`src/rtl/stt_pkg.sv`:
```
`timescale 1ns/1ps
package stt_pkg;
  typedef enum logic {
    TMR_IDLE  = 1'b0,
    TMR_COUNT = 1'b1
  } tmr_state_e;
endpackage

```
`src/rtl/stt_prescaler.sv`:
```
`timescale 1ns/1ps
module stt_prescaler #(
  parameter int PRE_W = 12
) (
  input  logic             clk,
  input  logic             rst_n,
  input  logic             clear,
  input  logic             run,
  input  logic [PRE_W-1:0] div_in,
  output logic             tick
);
  logic [PRE_W-1:0] cnt_q;
  logic [PRE_W-1:0] lim_q;

  // restart and capture the divisor on every service attempt
  always_ff @(posedge clk or negedge rst_n) begin
    if (!rst_n) begin
      cnt_q <= '0;
      lim_q <= '0;
    end else if (clear) begin
      cnt_q <= '0;
      lim_q <= div_in;
    end else if (run) begin
      if (cnt_q == lim_q) cnt_q <= '0;
      else                cnt_q <= cnt_q + PRE_W'(1);
    end
  end

  assign tick = run && !clear && (cnt_q == lim_q);
endmodule

```
`src/rtl/stt_downcount.sv`:
```
`timescale 1ns/1ps
module stt_downcount #(
  parameter int CNT_W = 12
) (
  input  logic             clk,
  input  logic             rst_n,
  input  logic             load,
  input  logic [CNT_W-1:0] load_val,
  input  logic             tick,
  output logic             expire
);
  logic [CNT_W-1:0] cnt_q;

  // a count of one or zero ends on the current tick
  assign expire = tick && (cnt_q <= CNT_W'(1));

  always_ff @(posedge clk or negedge rst_n) begin
    if (!rst_n)                cnt_q <= '0;
    else if (load)             cnt_q <= load_val;
    else if (tick && !expire)  cnt_q <= cnt_q - CNT_W'(1);
  end
endmodule

```
`src/rtl/stt_arm_ctl.sv`:
```
`timescale 1ns/1ps
module stt_arm_ctl
  import stt_pkg::*;
(
  input  logic clk,
  input  logic rst_n,
  input  logic service,
  input  logic enable,
  input  logic pending,
  input  logic sink_ready,
  input  logic expire,
  output logic arm,
  output logic running,
  output logic pulse
);
  tmr_state_e st_q;
  logic       pulse_q;

  assign arm = service && enable && pending && !sink_ready;

  always_ff @(posedge clk or negedge rst_n) begin
    if (!rst_n) begin
      st_q    <= TMR_IDLE;
      pulse_q <= 1'b0;
    end else begin
      pulse_q <= 1'b0;
      if (service) begin
        st_q <= arm ? TMR_COUNT : TMR_IDLE;
      end else if (expire) begin
        st_q    <= TMR_IDLE;
        pulse_q <= enable;
      end
    end
  end

  assign running = (st_q == TMR_COUNT);
  assign pulse   = pulse_q;
endmodule

```
`src/rtl/stall_timeout_timer.sv`:
```
`timescale 1ns/1ps
module stall_timeout_timer #(
  parameter int CNT_W = 12,
  parameter int PRE_W = 12
) (
  input  logic             clk,
  input  logic             rst_n,
  input  logic             tmo_en,
  input  logic [CNT_W-1:0] tmo_count,
  input  logic [PRE_W-1:0] presc_div,
  input  logic             svc_try,
  input  logic             xfer_pending,
  input  logic             sink_ready,
  output logic             tmo_pulse
);
  logic arm_w;
  logic run_w;
  logic tick_w;
  logic expire_w;

  stt_arm_ctl u_ctl (
    .clk(clk), .rst_n(rst_n), .service(svc_try), .enable(tmo_en),
    .pending(xfer_pending), .sink_ready(sink_ready), .expire(expire_w),
    .arm(arm_w), .running(run_w), .pulse(tmo_pulse)
  );

  stt_prescaler #(.PRE_W(PRE_W)) u_pre (
    .clk(clk), .rst_n(rst_n), .clear(svc_try), .run(run_w),
    .div_in(presc_div), .tick(tick_w)
  );

  stt_downcount #(.CNT_W(CNT_W)) u_cnt (
    .clk(clk), .rst_n(rst_n), .load(arm_w), .load_val(tmo_count),
    .tick(tick_w), .expire(expire_w)
  );
endmodule

```
`config.mk`:
```
export PLATFORM = sky130hd
export DESIGN_NAME = stall_timeout_timer
export DESIGN_NICKNAME = d
export VERILOG_FILES = /design/src/rtl/stt_pkg.sv /design/src/rtl/stt_prescaler.sv /design/src/rtl/stt_downcount.sv /design/src/rtl/stt_arm_ctl.sv /design/src/rtl/stall_timeout_timer.sv
export SDC_FILE = /design/constraint.sdc
export NUM_CORES = 1
export LEC_CHECK = 0
export CORE_MARGIN = 3
export CORE_UTILIZATION = 45
export DETAILED_ROUTE_END_ITERATION = 8
export PLACE_DENSITY = 0.69
export SLEW_MARGIN = 15
export SYNTH_ARGS = -nofsm -noshare
export SYNTH_HDL_FRONTEND = slang
export SYNTH_SLANG_ARGS = --single-unit
```
`constraint.sdc`:
```
create_clock -name clk -period 5.09 [get_ports clk]
set_clock_uncertainty 0.1 [all_clocks]
set_input_delay 1.018 -clock clk [delete_from_list [all_inputs] [get_ports clk]]
set_output_delay 1.018 -clock clk [all_outputs]
set_load 0.02 [all_outputs]
```
Word-level counts from Yosys, hierarchy flattened:

Index checks and enable logic that the tools add are counted.

* $add $sub $neg: 2
* order comparisons: 1
* equal/unequal tests: 1
* mux-type cells: 10
* reduce and logical (&&, ||, !) cells: 13

Operator list (count)
* 2-to-1 mux 12 bit: 5
* adder 12 x 1 -> 12 bit, second input constant: 1
* equality test 12 bit: 1
* <= comparator 12 x 1 -> 1 bit, second input constant: 1
* subtractor 12 x 1 -> 12 bit, second input constant: 1
* logical AND 1 bit: 7
* nonzero test 2 bit: 3
* 2-to-1 mux 1 bit: 5
* zero test 1 bit: 3

* bits in registers: 38
* bits of input ports: 30
* output and inout bits: 1

Logic depth before layout (Yosys ltp):

* depth in word-level cells: 8
* depth in mapped cells: 8

Hierarchy:

From an unflattened synthesis, not the netlist that was laid out.

* cell total of the unflattened synthesis: 219
* area, all modules: 2205.9 um2

By module, submodules not included
* stt_prescaler: times used 1, cells each 128, area each 1331.3 um2
* stt_downcount: times used 1, cells each 85, area each 793.3 um2
* stt_arm_ctl: times used 1, cells each 6, area each 81.3 um2

Worst setup path after synthesis:

OpenSTA, ideal clock, no wires.

* path kind: input-to-reg
* start point: in svc_try
* end point: reg u_cnt.cnt_q[4]
* setup time: 83 ps
* arrival time: 2559 ps
* slack: 2348 ps
* stages on the path: 7
* buffers on the path: 2
* path through: clkbuf_1 nand2b_1 clkbuf_1 nor4_1 nand4_1 xor2_1 o21ai_0

* word-level cells in the longest chain between the ends: 7

RTL lines
* from (decl): RTL line stall_timeout_timer.sv:11 `input logic svc_try,`
* zero test 1 bit: RTL line stt_prescaler.sv:29 `assign tick = run && !clear && (cnt_q == lim_q);`
* logical AND 1 bit (2 in a row): RTL line stt_prescaler.sv:29
* logical AND 1 bit: RTL line stt_downcount.sv:15 `assign expire = tick && (cnt_q <= CNT_W'(1));`
* zero test 1 bit: RTL line stt_downcount.sv:20 `else if (tick && !expire) cnt_q <= cnt_q - CNT_W'(1);`
* logical AND 1 bit: RTL line stt_downcount.sv:20
* nonzero test 2 bit (no line)
* to (signal assigned): RTL line stt_downcount.sv:19 `else if (load) cnt_q <= load_val;`
* to (signal assigned): RTL line stt_downcount.sv:20
* to (decl): RTL line stt_downcount.sv:12 `logic [CNT_W-1:0] cnt_q;`

Parallel ways exist; a longest one is shown, timed or not.
A chain may end at the register's enable or synchronous reset.

Worst setup path after layout:

* start point: in svc_try
* end point: reg u_cnt.cnt_q[7]

Same word-level chain as after synthesis.

==> metrics <==
share of layout cells above drive strength 1 0.1202; CP max FO 18; final non-filler cell area 2459 um2; Routed WL 4103 um; vias 1,602; final slew viol count 0; CTS tree yes; fillers 349; Detail Route Antenna Nets 0; CP Launch Point svc_try; worst hold slack 0.4291 ns; worst relative slew slack 0.3114; commonest non-fill, non-tap cell in the layout dfrtp_1; most frequent cells in the layout dfrtp_1, clkdlybuf4s50_1, nand2_1; RSZ-0062 raised after global routing no; Ys Warns 0; Synth Area in Simple Gates 0.2174; status finished clean; Synth Area in Adders 0.01847; Reg clk slew, reported paths 0.07 ns; post-synthesis cell area 2032 um2; Fmax achieved 311.0 MHz; worst hold path type reg2reg; PwrDens 292.5 nW/um2; pre-CTS setup slack 1.613 ns; reg2reg end u_cnt.cnt_q[1]$_DFFE_PN0P_; fin nets 265; Root Buffer Master clkbuf_8; Final WS setup 1.875 ns; Mapped Nets 237; number of distinct library cells after synthesis 37; Post-synth top flop dfrtp_1; vias in the first global route 1,436; xor-xnor portion of the synthesized cell area 0.09052; critical path arrival 3.33 ns; Clk Latency, worst-skew pair 0.30 ns; final period utilization 0.6317; Routed WL per cell 14.50 um; Die X 73.20 um; initial antenna violation count 0; drt pass-1 iters 4; post-synthesis average cell area 9.961 um2; dpl cell area 2352 um2; htree depth 2; Util after Layout 0.5892; # IOs 31; Gate Count Post-Synth 204; total gr overflow 0; Die ar. 5358 um2; CP Capture Type flip-flop; fraction of registers with async set/reset 1.000; cell depth of the worst flop-to-flop path 6; Clock Sinks 38; Die H 73.20 um; number of port buffers 30; hold buffers post-CTS 0; first-pass GRT wire length 7010 um; Via density 5.661; sequential area share after synthesis 0.4680; post-DP HPWL 2932 um; starting density of the core 0.4870; Worst Setup Path Type in2reg; Synth Area in Compound Gates 0.1022; CTS max path bufs 2; CP Data Required Time 5.20 ns; Max Cap Violations 0; Max IR drop VDD 175.2 uV; crit path capture u_cnt.cnt_q[7]$_DFFE_PN0P_; ANT cells 0; Layout Area Growth over Synthesis 21.00%; Rows 23; Num CTS Buffers 5; Setup Fix Bufs, Post-CTS 0; Final min period 3.215 ns; Final TNS setup 0 ns; pin count of the biggest net entering global routing 39; # resized after CTS 0; largest family of logic cells by synthesized area simple AND/OR/NAND/NOR gates; RD Place Congestion 0.7969; GR Util All Layers 0.1721; mux cell area share after synthesis 0.07204; Setup violations, final 0; initial DRC count 152; Pleak 0.0009835 uW; Final Hold Fails 0; FF-to-FF Start u_cnt.cnt_q[5]$_DFFE_PN0P_; EDFF count, synth 0; Reg2Reg Setup Slack 2.39 ns; number of remaining DRC errors 0; Core ar. 4173 um2; crit path launch type input pin; flops & latches, synth 38; Slew @ Worst Pin 1.023 ns
==> sequential cells by signal, summed over array words and instances (netlist names) <==
register / flops
u_cnt.cnt_q: 12
u_ctl.pulse: 1
u_ctl.running: 1
u_pre.cnt_q: 12
u_pre.lim_q: 12
==> kinds of logic (layout without fill, tap and decap cells) <==
family	count (synthesis)	after routing
simple gates	79	79
flops	38	38
compound gates	35	35
xor+xnor	21	21
buf+inv	15	44
mux	13	13
fa+ha+maj	3	3
==> report_power, final <==
part           switching [uW]  internal (uW)  leakage (uW)  total [uW]
combinational            48.5           61.7      0.000449         110
clock                     105            147     0.0000524         252
sequential               26.2            331      0.000482         357
total                     180            539      0.000983         719
==> cell type report <==
type,count,area (um2),share of cell area
Sequential cell,38,950.9,0.3868
Tap cell,50,62.56,0.02545
Clock inverter,1,30.03,0.01221
Timing Repair Buffer,31,302.8,0.1232
Multi-Input combinational cell,151,1017,0.4137
Inverter,5,18.77,0.007634
Clock buffer,7,76.32,0.03104
==> synthesized netlist by cell type, types with 3 or more instances <==
library cell / instances / area (um2)
or3_1: 4 / 25.02
nand3_1: 10 / 50.05
nand4_1: 7 / 43.79
o21ai_1: 6 / 30.03
xor2_1: 8 / 70.07
nor2_1: 9 / 33.78
a31oi_1: 10 / 62.56
mux2_2: 13 / 146.4
and3_1: 5 / 31.28
xnor2_1: 13 / 113.9
a21oi_1: 7 / 35.03
clkbuf_1: 6 / 22.52
ha_1: 3 / 37.54
buf_1: 3 / 11.26
o21ai_0: 6 / 30.03
dfrtp_1: 38 / 950.9
nand2_1: 22 / 82.58
inv_1: 5 / 18.77
nand4b_1: 3 / 26.28
nor3_1: 5 / 25.02
==> worst min-delay path by stage <==
stage,start,end,slack [ns],cells after the start
3_5_place_dp,u_pre.lim_q[9]$_DFFE_PN0P_,u_pre.lim_q[9]$_DFFE_PN0P_,0.42,1
2_1_floorplan,u_pre.cnt_q[10]$_DFFE_PN0P_,u_pre.cnt_q[10]$_DFFE_PN0P_,0.38,1
6_report,u_pre.lim_q[5]$_DFFE_PN0P_,u_pre.lim_q[5]$_DFFE_PN0P_,0.43,1
3_3_place_gp,u_pre.lim_q[6]$_DFFE_PN0P_,u_pre.lim_q[6]$_DFFE_PN0P_,0.41,1
5_1_grt,u_pre.lim_q[5]$_DFFE_PN0P_,u_pre.lim_q[5]$_DFFE_PN0P_,0.45,1
4_1_cts,u_pre.lim_q[5]$_DFFE_PN0P_,u_pre.lim_q[5]$_DFFE_PN0P_,0.44,1
==> critical path, stage by stage <==
cell	delay, ns
clkdlybuf4s50_1	0.39
buf_4	0.20
nand2b_1	0.27
nor4_1	0.88
nand4_1	0.22
xor2_1	0.20
o21ai_0	0.14
==> layer usage <==
| layer | wire, um | track usage | share of wire |
|---|---|---|---|
| met4 | 87 | 0.07992 | 0.021 |
| met3 | 276 | 0.04545 | 0.067 |
| met2 | 1722 | 0.2354 | 0.42 |
| met5 | 0 | 0 | 0 |
| met1 | 2016 | 0.2513 | 0.49 |
==> through the flow <==
stage                     instances  total power [uW]
after floorplan                 204             428.1
after global placement          275             471.1
after detailed placement        275             474.1
after CTS                       283             728.5
after global routing            283             757.7
final                           283             719.2
(Power assumes the default switching activity.)
